File: src/rtl/sram_ctl_pkg.sv
package sram_ctl_pkg;
  typedef enum logic [2:0] {
    ST_IDLE,
    ST_WSET,
    ST_WPUL,
    ST_WTAIL,
    ST_RACC,
    ST_RTURN
  } st_e;

  typedef struct packed {
    logic cs_n;
    logic we_n;
    logic oe_n;
    logic dq_oe;
  } strobe_t;

  localparam strobe_t STROBE_IDLE = '{cs_n: 1'b1, we_n: 1'b1, oe_n: 1'b1, dq_oe: 1'b0};
endpackage

File: src/rtl/sram_ctl_timer.sv
module sram_ctl_timer #(
  parameter int CNT_W = 3
) (
  input  logic             clk_i,
  input  logic             rst_ni,
  input  logic             load_i,
  input  logic [CNT_W-1:0] len_i,
  output logic             done_o
);
  logic [CNT_W-1:0] cnt_q;

  always_ff @(posedge clk_i or negedge rst_ni) begin
    if (!rst_ni) cnt_q <= '0;
    else if (load_i) cnt_q <= len_i - CNT_W'(1);
    else if (cnt_q != '0) cnt_q <= cnt_q - CNT_W'(1);
  end

  assign done_o = (cnt_q == '0);
endmodule

File: src/rtl/sram_ctl_seq.sv
module sram_ctl_seq
  import sram_ctl_pkg::*;
#(
  parameter int CNT_W    = 3,
  parameter int WP_CYC   = 4,
  parameter int TAIL_CYC = 1,
  parameter int RD_CYC   = 6,
  parameter int TA_CYC   = 2
) (
  input  logic             clk_i,
  input  logic             rst_ni,
  input  logic             req_i,
  input  logic             we_i,
  input  logic             done_i,
  output st_e              state_o,
  output st_e              next_o,
  output logic             load_o,
  output logic [CNT_W-1:0] len_o,
  output logic             accept_o,
  output logic             capture_o
);
  st_e state_q, state_d;

  always_comb begin
    state_d = state_q;
    unique case (state_q)
      ST_IDLE:  if (req_i) state_d = we_i ? ST_WSET : ST_RACC;
      ST_WSET:  if (done_i) state_d = ST_WPUL;
      ST_WPUL:  if (done_i) state_d = ST_WTAIL;
      ST_WTAIL: if (done_i) state_d = ST_IDLE;
      ST_RACC:  if (done_i) state_d = ST_RTURN;
      ST_RTURN: if (done_i) state_d = ST_IDLE;
      default:  state_d = ST_IDLE;
    endcase
  end

  always_comb begin
    case (state_d)
      ST_WPUL:  len_o = CNT_W'(WP_CYC);
      ST_WTAIL: len_o = CNT_W'(TAIL_CYC);
      ST_RACC:  len_o = CNT_W'(RD_CYC);
      ST_RTURN: len_o = CNT_W'(TA_CYC);
      default:  len_o = CNT_W'(1);
    endcase
  end

  always_ff @(posedge clk_i or negedge rst_ni) begin
    if (!rst_ni) state_q <= ST_IDLE;
    else state_q <= state_d;
  end

  assign load_o    = (state_d != state_q);
  assign accept_o  = (state_q == ST_IDLE) && req_i;
  assign capture_o = (state_q == ST_RACC) && done_i;
  assign state_o   = state_q;
  assign next_o    = state_d;
endmodule

File: src/rtl/sram_ctl_io.sv
module sram_ctl_io
  import sram_ctl_pkg::*;
#(
  parameter int ADDR_W = 19,
  parameter int DATA_W = 8
) (
  input  logic              clk_i,
  input  logic              rst_ni,
  input  logic              accept_i,
  input  logic [ADDR_W-1:0] addr_i,
  input  logic [DATA_W-1:0] wdata_i,
  input  st_e               next_i,
  input  logic              capture_i,
  input  logic [DATA_W-1:0] mem_dq_i,
  output logic [ADDR_W-1:0] mem_addr_o,
  output logic              mem_cs_n_o,
  output logic              mem_we_n_o,
  output logic              mem_oe_n_o,
  output logic [DATA_W-1:0] mem_dq_o,
  output logic              mem_dq_oe_o,
  output logic [DATA_W-1:0] rdata_o,
  output logic              rvalid_o
);
  strobe_t strb_d, strb_q;
  logic [ADDR_W-1:0] addr_q;
  logic [DATA_W-1:0] wdata_q, rdata_q;
  logic rvalid_q;

  // strobes registered from the next state so the pins never glitch
  always_comb begin
    strb_d = STROBE_IDLE;
    case (next_i)
      ST_WSET:  begin strb_d.cs_n = 1'b0; strb_d.dq_oe = 1'b1; end
      ST_WPUL:  begin strb_d.cs_n = 1'b0; strb_d.we_n = 1'b0; strb_d.dq_oe = 1'b1; end
      ST_WTAIL: strb_d.dq_oe = 1'b1;
      ST_RACC:  begin strb_d.cs_n = 1'b0; strb_d.oe_n = 1'b0; end
      default:  strb_d = STROBE_IDLE;
    endcase
  end

  always_ff @(posedge clk_i or negedge rst_ni) begin
    if (!rst_ni) begin
      strb_q   <= STROBE_IDLE;
      addr_q   <= '0;
      wdata_q  <= '0;
      rdata_q  <= '0;
      rvalid_q <= 1'b0;
    end else begin
      strb_q   <= strb_d;
      rvalid_q <= capture_i;
      if (accept_i) begin
        addr_q  <= addr_i;
        wdata_q <= wdata_i;
      end
      if (capture_i) rdata_q <= mem_dq_i;
    end
  end

  assign mem_addr_o  = addr_q;
  assign mem_cs_n_o  = strb_q.cs_n;
  assign mem_we_n_o  = strb_q.we_n;
  assign mem_oe_n_o  = strb_q.oe_n;
  assign mem_dq_oe_o = strb_q.dq_oe;
  assign mem_dq_o    = wdata_q;
  assign rdata_o     = rdata_q;
  assign rvalid_o    = rvalid_q;
endmodule

File: src/rtl/sram_ctl.sv
module sram_ctl
  import sram_ctl_pkg::*;
#(
  parameter int ADDR_W   = 19,
  parameter int DATA_W   = 8,
  parameter int T_CLK_NS = 10,
  parameter int T_WP_NS  = 40,
  parameter int T_WC_NS  = 55,
  parameter int T_RD_NS  = 55,
  parameter int T_HZ_NS  = 20
) (
  input  logic              clk_i,
  input  logic              rst_ni,
  input  logic              req_i,
  input  logic              we_i,
  input  logic [ADDR_W-1:0] addr_i,
  input  logic [DATA_W-1:0] wdata_i,
  output logic              busy_o,
  output logic [DATA_W-1:0] rdata_o,
  output logic              rvalid_o,
  output logic [ADDR_W-1:0] mem_addr_o,
  output logic              mem_cs_n_o,
  output logic              mem_we_n_o,
  output logic              mem_oe_n_o,
  output logic [DATA_W-1:0] mem_dq_o,
  output logic              mem_dq_oe_o,
  input  logic [DATA_W-1:0] mem_dq_i
);
  localparam int WP_CYC   = (T_WP_NS + T_CLK_NS - 1) / T_CLK_NS;
  localparam int WC_CYC   = (T_WC_NS + T_CLK_NS - 1) / T_CLK_NS;
  localparam int RD_RAW   = (T_RD_NS + T_CLK_NS - 1) / T_CLK_NS;
  localparam int HZ_RAW   = (T_HZ_NS + T_CLK_NS - 1) / T_CLK_NS;
  localparam int TAIL_RAW = WC_CYC - WP_CYC - 1;
  localparam int TAIL_CYC = (TAIL_RAW < 1) ? 1 : TAIL_RAW;
  localparam int RD_CYC   = (RD_RAW < 1) ? 1 : RD_RAW;
  localparam int TA_CYC   = (HZ_RAW < 1) ? 1 : HZ_RAW;
  localparam int MAX_A    = (WP_CYC > RD_CYC) ? WP_CYC : RD_CYC;
  localparam int MAX_B    = (TAIL_CYC > TA_CYC) ? TAIL_CYC : TA_CYC;
  localparam int MAX_LEN  = (MAX_A > MAX_B) ? MAX_A : MAX_B;
  localparam int CNT_W    = $clog2(MAX_LEN + 1);

  st_e state, next;
  logic load, done, accept, capture;
  logic [CNT_W-1:0] len;

  sram_ctl_seq #(
    .CNT_W(CNT_W), .WP_CYC(WP_CYC), .TAIL_CYC(TAIL_CYC),
    .RD_CYC(RD_CYC), .TA_CYC(TA_CYC)
  ) u_seq (
    .clk_i(clk_i), .rst_ni(rst_ni), .req_i(req_i), .we_i(we_i), .done_i(done),
    .state_o(state), .next_o(next), .load_o(load), .len_o(len),
    .accept_o(accept), .capture_o(capture)
  );

  sram_ctl_timer #(.CNT_W(CNT_W)) u_timer (
    .clk_i(clk_i), .rst_ni(rst_ni), .load_i(load), .len_i(len), .done_o(done)
  );

  sram_ctl_io #(.ADDR_W(ADDR_W), .DATA_W(DATA_W)) u_io (
    .clk_i(clk_i), .rst_ni(rst_ni), .accept_i(accept), .addr_i(addr_i),
    .wdata_i(wdata_i), .next_i(next), .capture_i(capture), .mem_dq_i(mem_dq_i),
    .mem_addr_o(mem_addr_o), .mem_cs_n_o(mem_cs_n_o), .mem_we_n_o(mem_we_n_o),
    .mem_oe_n_o(mem_oe_n_o), .mem_dq_o(mem_dq_o), .mem_dq_oe_o(mem_dq_oe_o),
    .rdata_o(rdata_o), .rvalid_o(rvalid_o)
  );

  assign busy_o = (state != ST_IDLE);
endmodule

File: config.mk
export PLATFORM = sky130hd
export DESIGN_NAME = sram_ctl
export DESIGN_NICKNAME = d
export VERILOG_FILES = /design/src/rtl/sram_ctl_pkg.sv /design/src/rtl/sram_ctl_timer.sv /design/src/rtl/sram_ctl_seq.sv /design/src/rtl/sram_ctl_io.sv /design/src/rtl/sram_ctl.sv
export SDC_FILE = /design/constraint.sdc
export NUM_CORES = 1
export LEC_CHECK = 0
export ABC_AREA = 1
export BUFFER_PORTS_ARGS = -buffer_cell sky130_fd_sc_hd__buf_2
export CORE_AREA = 10 10 74 76
export DETAILED_ROUTE_END_ITERATION = 16
export DIE_AREA = 0 0 84 86
export PLACE_DENSITY = 0.83
export RECOVER_POWER = 50
export SYNTH_ARGS = -nofsm -noshare
export SYNTH_HDL_FRONTEND = slang
export SYNTH_SLANG_ARGS = --single-unit
export TNS_END_PERCENT = 20
File: constraint.sdc
create_clock -name clk_i -period 3.4 [get_ports clk_i]
set_input_delay 0.17 -clock clk_i [delete_from_list [all_inputs] [get_ports clk_i]]
set_output_delay 0.17 -clock clk_i [all_outputs]
set_load 0.005 [all_outputs]
=== Word level (Yosys, flattened, before mapping) ===
Cells that the tools add are included.
Widths: inputs -> output; s select.

* Add/sub/neg operators: 2
* Equality and inequality tests: 11
* Mux-type cells: 14
* Reductions and logical operators: 10

{| class="wikitable"
|+ Operator list
! operator !! count
|-
| $mux 3 || 8
|-
| $pmux 3 s5 || 1
|-
| $eq 3x2->1 const B || 4
|-
| $eq 3x3->1 const B || 4
|-
| $pmux 3 s3 || 1
|-
| $eq 3x1->1 const B || 2
|-
| $logic_not 3->1 || 2
|-
| $reduce_bool 3->1 || 2
|-
| $reduce_or 3->1 || 2
|-
| $sub 3x1->3 const B || 2
|-
| $mux 1 || 4
|-
| $ne 3x3->1 || 1
|-
| $logic_and 1x1->1 || 2
|-
| $reduce_bool 2->1 || 1
|-
| $reduce_or 2->1 || 1
|}

* Bits in registers: 46
* Input port bits: 39
* Output and inout bits: 41
* Logic and storage cells: 47

=== Depth between registers and ports, before layout ===
Gate-level depths: netlist (run 1).

* Depth after elaboration: 7
* Mapped depth: 13
* Depth with buffers taken out: 13

=== Cells and area by module ===
Synthesis (run 1) repeated with hierarchy kept, for this count alone.

* Cell total of the unflattened synthesis: 233
* Area total of the unflattened synthesis: 2095.8 um^2

{| class="wikitable"
|+ By module, submodules not included
! module !! instances !! cells an instance !! area an instance (um^2) !! seq. area each (um^2)
|-
| sram_ctl_io || 1 || 162 || 1632.8 || 1004.7
|-
| sram_ctl_seq || 1 || 38 || 244.0 || 75.1
|-
| sram_ctl_timer || 1 || 30 || 207.7 || 75.1
|-
| sram_ctl || 1 || 3 || 11.3 || 0.0
|}

=== Least setup slack after synthesis (run 1) ===
No wires, ideal clock.

* Path kind: register to register
* Start point: register u_seq.state_q[1], in the netlist u_seq.state_o[1]
* End point: register u_timer.cnt_q[2]
* Setup time: 0.118 ns
* Arrival time: 1.472 ns
* Data required time: 3.282 ns
* Setup slack: 1.810 ns
* Stages on the path, launching flop included: 12
* Buffers on the path: 0
* Period minus slack after synthesis: 1.590 ns
* Path through: dfrtp_1 -> nor2_4 -> nand3_2 -> nand3_2 -> nand2_4 -> nand2_4 -> nand2_1 -> nand2_1 -> o21ai_2 -> ha_1 -> nor2_1 -> nor2_2

* Word-level cells in the longest chain between the ends: 7
* Elaborated cells between the ends (all ways): 21
* Classes of those cells: add/sub (1); eq/ne (9); mux (8); reduce/logical (3)

{| class="wikitable"
|+ Ends and longest elaborated chain
! item !! line !! source
|-
| from (decl) || sram_ctl_seq.sv:22 || <nowiki>st_e state_q, state_d;</nowiki>
|-
| from (signal assigned) || sram_ctl_seq.sv:49 || <nowiki>else state_q <= state_d;</nowiki>
|-
| $eq 3x2->1 / $eq 3x3->1 (equally long branches) || sram_ctl_seq.sv:26 || <nowiki>unique case (state_q)</nowiki>
|-
| $reduce_or 2->1 (no source line) || -- ||
|-
| $pmux 3 s5 || sram_ctl_seq.sv:26 ||
|-
| $eq 3x3->1 / $eq 3x2->1 (equally long branches) || sram_ctl_seq.sv:38 || <nowiki>case (state_d)</nowiki>
|-
| $pmux 3 s3 || sram_ctl_seq.sv:38 ||
|-
| $sub 3x1->3 || sram_ctl_timer.sv:14 || <nowiki>else if (load_i) cnt_q <= len_i - CNT_W'(1);</nowiki>
|-
| $mux 3 || sram_ctl_timer.sv:14 ||
|-
| to (signal assigned) || sram_ctl_timer.sv:14 ||
|-
| to (signal assigned) || sram_ctl_timer.sv:15 || <nowiki>else if (cnt_q != '0) cnt_q <= cnt_q - CNT_W'(1);</nowiki>
|-
| to (decl) || sram_ctl_timer.sv:10 || <nowiki>logic [CNT_W-1:0] cnt_q;</nowiki>
|}

Several ways; a longest one is shown, not always the timed one.
A chain may end at the register's enable or synchronous reset.

==> results of run 1 <==
-- layout by cell type, fill, tap and decap left out --
master     n
buf_2     61
dfrtp_1   43
nand2_1   39
mux2_4    20
clkbuf_1  19
inv_1     13
nand2_2    7
mux2_2     7
nand3_1    5
clkbuf_8   5
nor2_4     4
nand3_2    4
nand2_4    4
inv_2      3
dfstp_2    3
nand4_1    1
nand4_2    1
o21ai_2    1
a21oi_1    1
and3_2     1
nor3_1     1
clkinv_1   1
nand3_4    1
nor2_1     1
nor2_2     1
ha_1       1
clkinv_4   1
clkinv_2   1
-- per-layer routing --
metal / global-route usage (%) / wire [microns]
met4: 3.65 / 52
met5: 0 / 0
met3: 5.49 / 352
met1: 16.2 / 2120
met2: 21.0 / 2110
-- worst reg2reg max path: cells and delay by family (launching register included) --
kind	cells	cell delay, ps
AND/OR/NAND/NOR	9	920
flip-flops	1	460
buffers and inverters	1	40
adder cells (fa/ha/maj)	1	200
-- layout make-up --
class                           instances  share of cell area [%]
Sequential cell                        46                    45.3
Multi-Input combinational cell        100                    31.7
Timing Repair Buffer                   79                    14.6
Clock buffer                            6                    2.85
Inverter                               17                    2.50
Tap cell                               50                    2.45
Clock inverter                          2                   0.540
-- sequential cells by signal (all words and copies together), names as in the netlist --
name and cells:
u_io.mem_dq_o 8, u_io.mem_we_n_o 1, u_io.rvalid_o 1, u_io.mem_dq_oe_o 1, u_io.mem_cs_n_o 1, u_io.rdata_o 8
u_io.mem_oe_n_o 1, u_seq.state_o 3, u_timer.cnt_q 3, u_io.mem_addr_o 19
-- cells in the mapped netlist --
| master | instances | share of area [%] |
|---|---|---|
| nand2_2 | 7 | 2.1 |
| nand3_1 | 5 | 1.2 |
| inv_1 | 13 | 2.4 |
| nand3_2 | 4 | 2.0 |
| nor2_1 | 1 | 0.18 |
| and3_2 | 1 | 0.37 |
| mux2_2 | 7 | 3.8 |
| dfstp_2 | 3 | 3.8 |
| o21ai_2 | 1 | 0.43 |
| nand2_1 | 39 | 7.1 |
| nand3_4 | 1 | 0.85 |
| nor2_2 | 1 | 0.31 |
| nand4_2 | 1 | 0.61 |
| dfrtp_1 | 43 | 52 |
| nand4_1 | 1 | 0.31 |
| a21oi_1 | 1 | 0.24 |
| clkinv_1 | 1 | 0.18 |
| mux2_4 | 20 | 15 |
| nor3_1 | 1 | 0.24 |
| inv_2 | 3 | 0.55 |
| nor2_4 | 4 | 2.2 |
| ha_1 | 1 | 0.61 |
| nand2_4 | 4 | 2.2 |
| buf_6 | 2 | 1.1 |
-- metrics by stage --
stage          power, mW  setup WS [ps]  instance area [sq um]
2_1_floorplan       1.83           1810                   2050
3_3_place_gp        2.20           1740                   2490
3_5_place_dp        2.26           1670                   2490
4_1_cts             2.60           1660                   2570
5_1_grt             2.75           1000                   2550
6_report            2.52           1490                   2550
-- cell families (layout without fill, tap and decap cells) --
group / count (synthesis) / count (layout) / share of synthesized area (%)
fa+ha+maj: 1 / 1 / 0.610
flops: 46 / 46 / 56.3
compound gates: 2 / 2 / 0.671
buf+inv: 19 / 104 / 4.21
mux: 27 / 27 / 18.5
simple gates: 70 / 70 / 19.7
-- path summary, 6_finish.rpt --
kind / from / end / cells past startpoint
max: rst_ni / u_io.mem_dq_o[6]$_DFFE_PN0P_ / 1
min: mem_dq_i[4] / u_io.rdata_o[4]$_DFFE_PN0P_ / 3
max reg2reg: u_seq.state_o[1]$_DFF_PN0_ / u_timer.cnt_q[2]$_DFFE_PN0P_ / 11
min reg2reg: u_io.rdata_o[4]$_DFFE_PN0P_ / u_io.rdata_o[4]$_DFFE_PN0P_ / 2
max in group clk_i: u_seq.state_o[1]$_DFF_PN0_ / u_timer.cnt_q[2]$_DFFE_PN0P_ / 11
min in group asynchronous: rst_ni / u_io.mem_addr_o[6]$_DFFE_PN0P_ / 1
-- power by group through the flow --
stage	sequential [mW]	clock [mW]	combinational [mW]
after floorplan	1.01	0	0.821
after global placement	0.974	0	1.23
after detailed placement	0.991	0	1.27
after CTS	0.984	0.337	1.28
after global routing	1.02	0.361	1.36
final	0.988	0.319	1.22
==> metrics, run 1 <==
Root Driver=clkbuf_8; Slew Limit Fails=47; CP arrival=1820 ps; length of the first detailed-routing pass in iterations=4; worst hold path type=in -> reg; Synth Instances=165; # Post-CTS Setup Buffers=0; max incr delay on CP=1640 ps; # DRC=0; first-pass GRT wire length=7.80 mm; Layout Nets=289; outcome=finished with violations; final WL=4.64 mm; part of the cycle the worst path needs=56.0%; setup violators final=0; Starting DRT DRC Count=33; I/O Pins=80; Worst EP required=3320 ps; CP max FO=46; Area Overhead vs Synth=24.3%; register share of total power=39.1%; Tot GR Track Use=13.3%; H-tree depth=2; WP buf/inv=1; post-placement cell count=292; largest net degree at the start of global routing=47; flop-to-flop setup slack=1670 ps; TritonCTS clock tree=yes; number of antenna diodes=0; Ys Warns=0; TritonCTS buffer count=5; clock latency on the worst-skew pair=290 ps; Die H=86 microns; CTS max path bufs=2; Net Sw Frac=37.2%; Leak=1.38 nW; vias per cell=4.79; vias in the first global route=1544; Slew @ Worst Pin=2340 ps; Gate power share=48.2%; Mapped Area=2050 sq um; FILL cells=333; setup TNS=0 ps; CP top delay family=buffers and inverters; Starting Density=51.6%; minimum hold slack=60.3 ps; Buffers on Ports=79; ANT nets after route=0; flip-flop and latch count after synthesis=46; antenna violations before repair=0; crit path time final=1910 ps; Setup CP Type=in -> async; final core occ=64.2%; peak supply drop=0.376 mV; final cell count without fillers=300; maxcap violations=1; Hold-fix buffers, CTS=0; Site Rows=23; Post-Syn Nets=205; clock-pin slew on the worst setup and hold paths=80 ps; share of layout cells above drive strength 1=50.0%; Core Region=3970 sq um; Clock Skew=7.40 ps; Routed wire per std cell=15.5 microns; CP Capture Type=asynchronous set/reset pin; storage element area=1150 sq um; die width=84 microns; Sw Pwr=939 uW; worst path cell trace=clkbuf_1; Fmax=525 MHz; Clk pwr share=12.6%; die area=7220 sq um; vias=1436; post-cts sizing count=0; register area share after synthesis=56.3%; gpl congestion=0.792; Clock Sinks=46; Overflow after GRT=0; Int Pwr=1.59 mW; Synth Area per Inst=12.4 sq um; Post-DP HPWL=3.63 mm; Power Density=990 nW/um^2; slowest CP cell=clkbuf_1; violations in the final reports=capacitance limit, slew limit; Fin. Hold Viols=0; Netlist cell types=24; CP Launch Type=primary input; Max transition margin=-56.1%; RSZ-0062 raised after global routing=false; multi-input logic area=810 sq um
Power figures use the tool's default switching activity.
==> run 2, diff against run 1 <==
CORE_AREA = 10 10 81 83   (was 10 10 74 76)
DIE_AREA = 0 0 91 93   (was 0 0 84 86)
PLACE_DENSITY = 0.72   (was 0.83)
clock period = 1.7 ns   (was 3.4 ns; I/O delays follow)
==> metrics, run 2 (synthesized netlist as in run 1, its figures left out) <==
outcome=finished clean; minimum hold slack=17.5 ps; Fmax=602 MHz; Slew Limit Fails=0; TritonCTS buffer count=5; Core Region=5010 sq um; placed cell areas=2580 sq um; Largest register FFs=19; clock latency on the worst-skew pair=290 ps; Tot GR Track Use=11.3%; Routed wire per std cell=14.5 microns; setup violators final=0; Buffers on Ports=79; # DRC=0; Clock Sinks=46; die width=91 microns; storage element area=1160 sq um; Layout Nets=312; final cell count without fillers=343; Setup CP Type=reg -> reg; final core occ=56.9%; share of layout cells above drive strength 1=53.1%; Root Driver=clkbuf_8; FILL cells=454; Slew @ Worst Pin=1240 ps; PnR worst setup slack=39.2 ps; H-tree depth=2; first-pass GRT wire length=7.76 mm; Max transition margin=17.6%; TritonCTS clock tree=yes; clock-pin slew on the worst setup and hold paths=80 ps; Clock Skew=6.99 ps; Place WS=16.0 ps; die area=8460 sq um; Die H=93 microns; CP Launch Type=flop; Fin. Hold Viols=0; gpl congestion=0.787; Power Total=5.35 mW; ANT nets after route=0; Starting DRT DRC Count=43; crit path time final=1660 ps; Area Overhead vs Synth=39.0%; most frequent cells in the layout=buf_2, dfrtp_1, nand2_1; CP max FO=4; multi-input logic area=845 sq um; most common cell after layout, fill and taps aside=buf_2; largest net degree at the start of global routing=28; setup TNS=0 ps; final instance area=2850 sq um; Site Rows=26; antenna violations before repair=0; part of the cycle the worst path needs=97.7%; maxcap violations=0; Worst EP required=1890 ps; final WL=4.99 mm; RSZ-0062 raised after global routing=true; Leak=1.50 nW; vias in the first global route=1573; vias=1558; length of the first detailed-routing pass in iterations=4; Overflow after GRT=0; CP arrival=1850 ps; I/O Pins=80; CTS max path bufs=2; Starting Density=40.9%; peak supply drop=0.768 mV; post-placement cell count=318; Post-DP HPWL=3.67 mm; Power Density=1880 nW/um^2; worst hold path type=in -> reg; number of antenna diodes=0; vias per cell=4.54; CP Capture Type=flop
run 2: cell count changes in the layout (fill, tap and decap cells not counted), sizes merged:
cell	delta
clkbuf	-1
buf	+10
dlygate4sd3	+14
run 2: final cells by class:
| class | instances | area share, % |
|---|---|---|
| Clock buffer | 6 | 2.55 |
| Clock inverter | 2 | 0.483 |
| Tap cell | 70 | 3.07 |
| Sequential cell | 46 | 40.6 |
| Inverter | 17 | 2.33 |
| Timing Repair Buffer | 102 | 21.3 |
| Multi-Input combinational cell | 100 | 29.6 |
run 2: what timing repair did:
item / in CTS / in global routing
hold buffers: 9 / 5
gates resized for setup: 1 / 13
buffers inserted: 0 / 3
hold endpoints to repair: 26 / 5
setup endpoints to repair: 2 / 2
pin swaps: 0 / 11
run 2: worst paths after layout:
kind | from | cells after the start | end | slack [ps]
worst max register to register | u_timer.cnt_q[2]$_DFFE_PN0P_ | 11 | u_timer.cnt_q[2]$_DFFE_PN0P_ | 40
min in group asynchronous | rst_ni | 2 | u_io.mem_addr_o[17]$_DFFE_PN0P_ | 580
max in group asynchronous | rst_ni | 2 | u_seq.state_o[1]$_DFF_PN0_ | 300
worst min register to register | u_io.rdata_o[5]$_DFFE_PN0P_ | 2 | u_io.rdata_o[5]$_DFFE_PN0P_ | 480
worst max-delay path | u_timer.cnt_q[2]$_DFFE_PN0P_ | 11 | u_timer.cnt_q[2]$_DFFE_PN0P_ | 40
worst min-delay path | addr_i[3] | 2 | u_io.mem_addr_o[3]$_DFFE_PN0P_ | 20
run 2: metal layers:
| layer | track usage (%) | wire [microns] |
|---|---|---|
| met1 | 13.6 | 2270 |
| met2 | 17.8 | 2300 |
| met3 | 4.80 | 351 |
| met4 | 3.92 | 73 |
| met5 | 0 | 0 |
run 2: report_power, final:
part / total (mW) / internal, mW / switching, mW
clock: 0.645 / 0.290 / 0.355
sequential: 1.99 / 1.67 / 0.324
combinational: 2.71 / 1.40 / 1.31
run 2: critical path: stages (launching register included):
cell and delay (ps):
dfrtp_1 420, nor2_4 180, nand3_4 120, nand3_2 90, nand2_2 70, inv_1 100, nand2_2 60, nand2_2 50
o21ai_2 60, ha_1 200, nor2_1 150, nor2_2 50
==> run 3, diff against run 2 <==
CELL_PAD_IN_SITES_DETAIL_PLACEMENT = 0   (was default)
CELL_PAD_IN_SITES_GLOBAL_PLACEMENT = 1   (was default)
CORE_AREA = 10 10 90 92   (was 10 10 81 83)
DIE_AREA = 0 0 100 102   (was 0 0 91 93)
PLACE_DENSITY = default   (was 0.72)
PLACE_DENSITY_LB_ADDON = 0.1   (was default)
==> metrics, run 3 (synthesized netlist as in run 1, its figures left out) <==
minimum hold slack=15.9 ps; RSZ-0062 raised after global routing=true; FILL cells=628; Slew @ Worst Pin=1130 ps; die area=10200 sq um; crit path time final=1630 ps; Largest register FFs=19; register share of total power=34.4%; placed cell areas=2590 sq um; Sw Pwr=2.07 mW; Setup CP Type=reg -> reg; maxcap violations=0; CTS max path bufs=2; Starting Density=32.7%; Fin. Hold Viols=0; Buffers on Ports=79; H-tree depth=2; ANT nets after route=0; Gate power share=50.9%; Root Driver=clkbuf_8; length of the first detailed-routing pass in iterations=4; CP Launch Type=flop; Clk pwr share=14.7%; Worst EP required=1890 ps; first-pass GRT wire length=8.09 mm; vias per cell=4.24; multi-input logic area=865 sq um; Starting DRT DRC Count=53; part of the cycle the worst path needs=95.7%; Slew Limit Fails=0; # DRC=0; die width=100 microns; gpl congestion=0.719; worst hold path type=in -> reg; Power Density=2000 nW/um^2; Leak=1.48 nW; Routed wire per std cell=14.5 microns; number of antenna diodes=0; Layout Nets=313; final WL=5.08 mm; TritonCTS buffer count=5; TritonCTS clock tree=yes; antenna violations before repair=0; share of layout cells above drive strength 1=52.9%; Core Region=6280 sq um; peak supply drop=0.670 mV; Tot GR Track Use=9.74%; vias=1487; Area Overhead vs Synth=40.0%; Post-DP HPWL=3.68 mm; most frequent cells in the layout=buf_2, dfrtp_1, nand2_1, clkbuf_1, mux2_4; Clock Sinks=46; setup violators final=0; CP Capture Type=flop; vias in the first global route=1556; outcome=finished clean; Clock Skew=6.95 ps; largest net degree at the start of global routing=47; Die H=102 microns; storage element area=1160 sq um; clock-pin slew on the worst setup and hold paths=90 ps; Net Sw Frac=36.0%; Int Pwr=3.68 mW; Fmax=614 MHz; Site Rows=29; CP max FO=4; clock latency on the worst-skew pair=290 ps; most common cell after layout, fill and taps aside=buf_2; CP arrival=1820 ps; Max transition margin=24.4%; I/O Pins=80; Overflow after GRT=0; final instance area=2870 sq um
run 3: critical path: stages (launching register included):
cell and delay (ps):
dfrtp_2 440, buf_4 150, nand2_1 110, nand2_4 70
nor2_4 150, nand2_4 90, nand2_2 70, o21ai_2 70
ha_4 270, inv_2 20, nand2_1 50, inv_1 40
run 3: through the flow:
step                utilization [%]  worst slack [ps]  std cells  TNS (ps)  power (mW)
finish                         45.7              72.3        351         0        5.74
floorplan                         -               110        165         0        3.66
detailed placement             41.3              5.80        327         0        4.64
CTS                            44.6             0.881        344         0        5.53
global placement               41.3             -16.3        327     -25.5        4.65
global route                   45.7             -40.9        351     -60.6        6.26
run 3: area by class of cell:
cell class | instances | area share [%]
sequential | 46 | 40.3
tap | 77 | 3.36
multi-input combinational | 100 | 30.1
inverter | 17 | 2.31
timing repair buffer | 103 | 19.8
clock inverter | 1 | 1.05
clock buffer | 7 | 3.01
run 3: path summary, 6_finish.rpt:
path | depth (start not counted) | to | from | slack, ps
worst max-delay path | 11 | u_timer.cnt_q[1]$_DFFE_PN0P_ | u_seq.state_o[2]$_DFF_PN0_ | 70
worst min-delay path | 2 | u_io.mem_addr_o[17]$_DFFE_PN0P_ | addr_i[17] | 20
worst max register to register | 11 | u_timer.cnt_q[1]$_DFFE_PN0P_ | u_seq.state_o[2]$_DFF_PN0_ | 70
worst min register to register | 2 | u_io.rdata_o[2]$_DFFE_PN0P_ | u_io.rdata_o[2]$_DFFE_PN0P_ | 480
max in group asynchronous | 3 | u_seq.state_o[0]$_DFF_PN0_ | rst_ni | 310
min in group asynchronous | 3 | u_io.mem_addr_o[8]$_DFFE_PN0P_ | rst_ni | 630
run 3: power groups by stage:
| stage | clock, mW | combinational [mW] | sequential (mW) |
|---|---|---|---|
| detailed placement | 0 | 2.67 | 1.98 |
| floorplan | 0 | 1.64 | 2.02 |
| global route | 0.920 | 3.27 | 2.06 |
| CTS | 0.876 | 2.69 | 1.96 |
| global placement | 0 | 2.69 | 1.96 |
| finish | 0.842 | 2.92 | 1.98 |
run 3: timing repair:
action,in CTS,in global routing
hold buffers,9,0
endpoints found under the setup margin,0,2
resized for setup,0,23
endpoints found under the hold margin,51,0
buffers inserted,0,7
run 3: routing by layer:
layer  global-route usage (%)  vias up  wire, microns
met3                     3.64        4            434
li1                         -      743              -
met5                        0        -              0
met2                     14.7       44           2350
met1                     12.8      696           2270
met4                     2.61        0             38
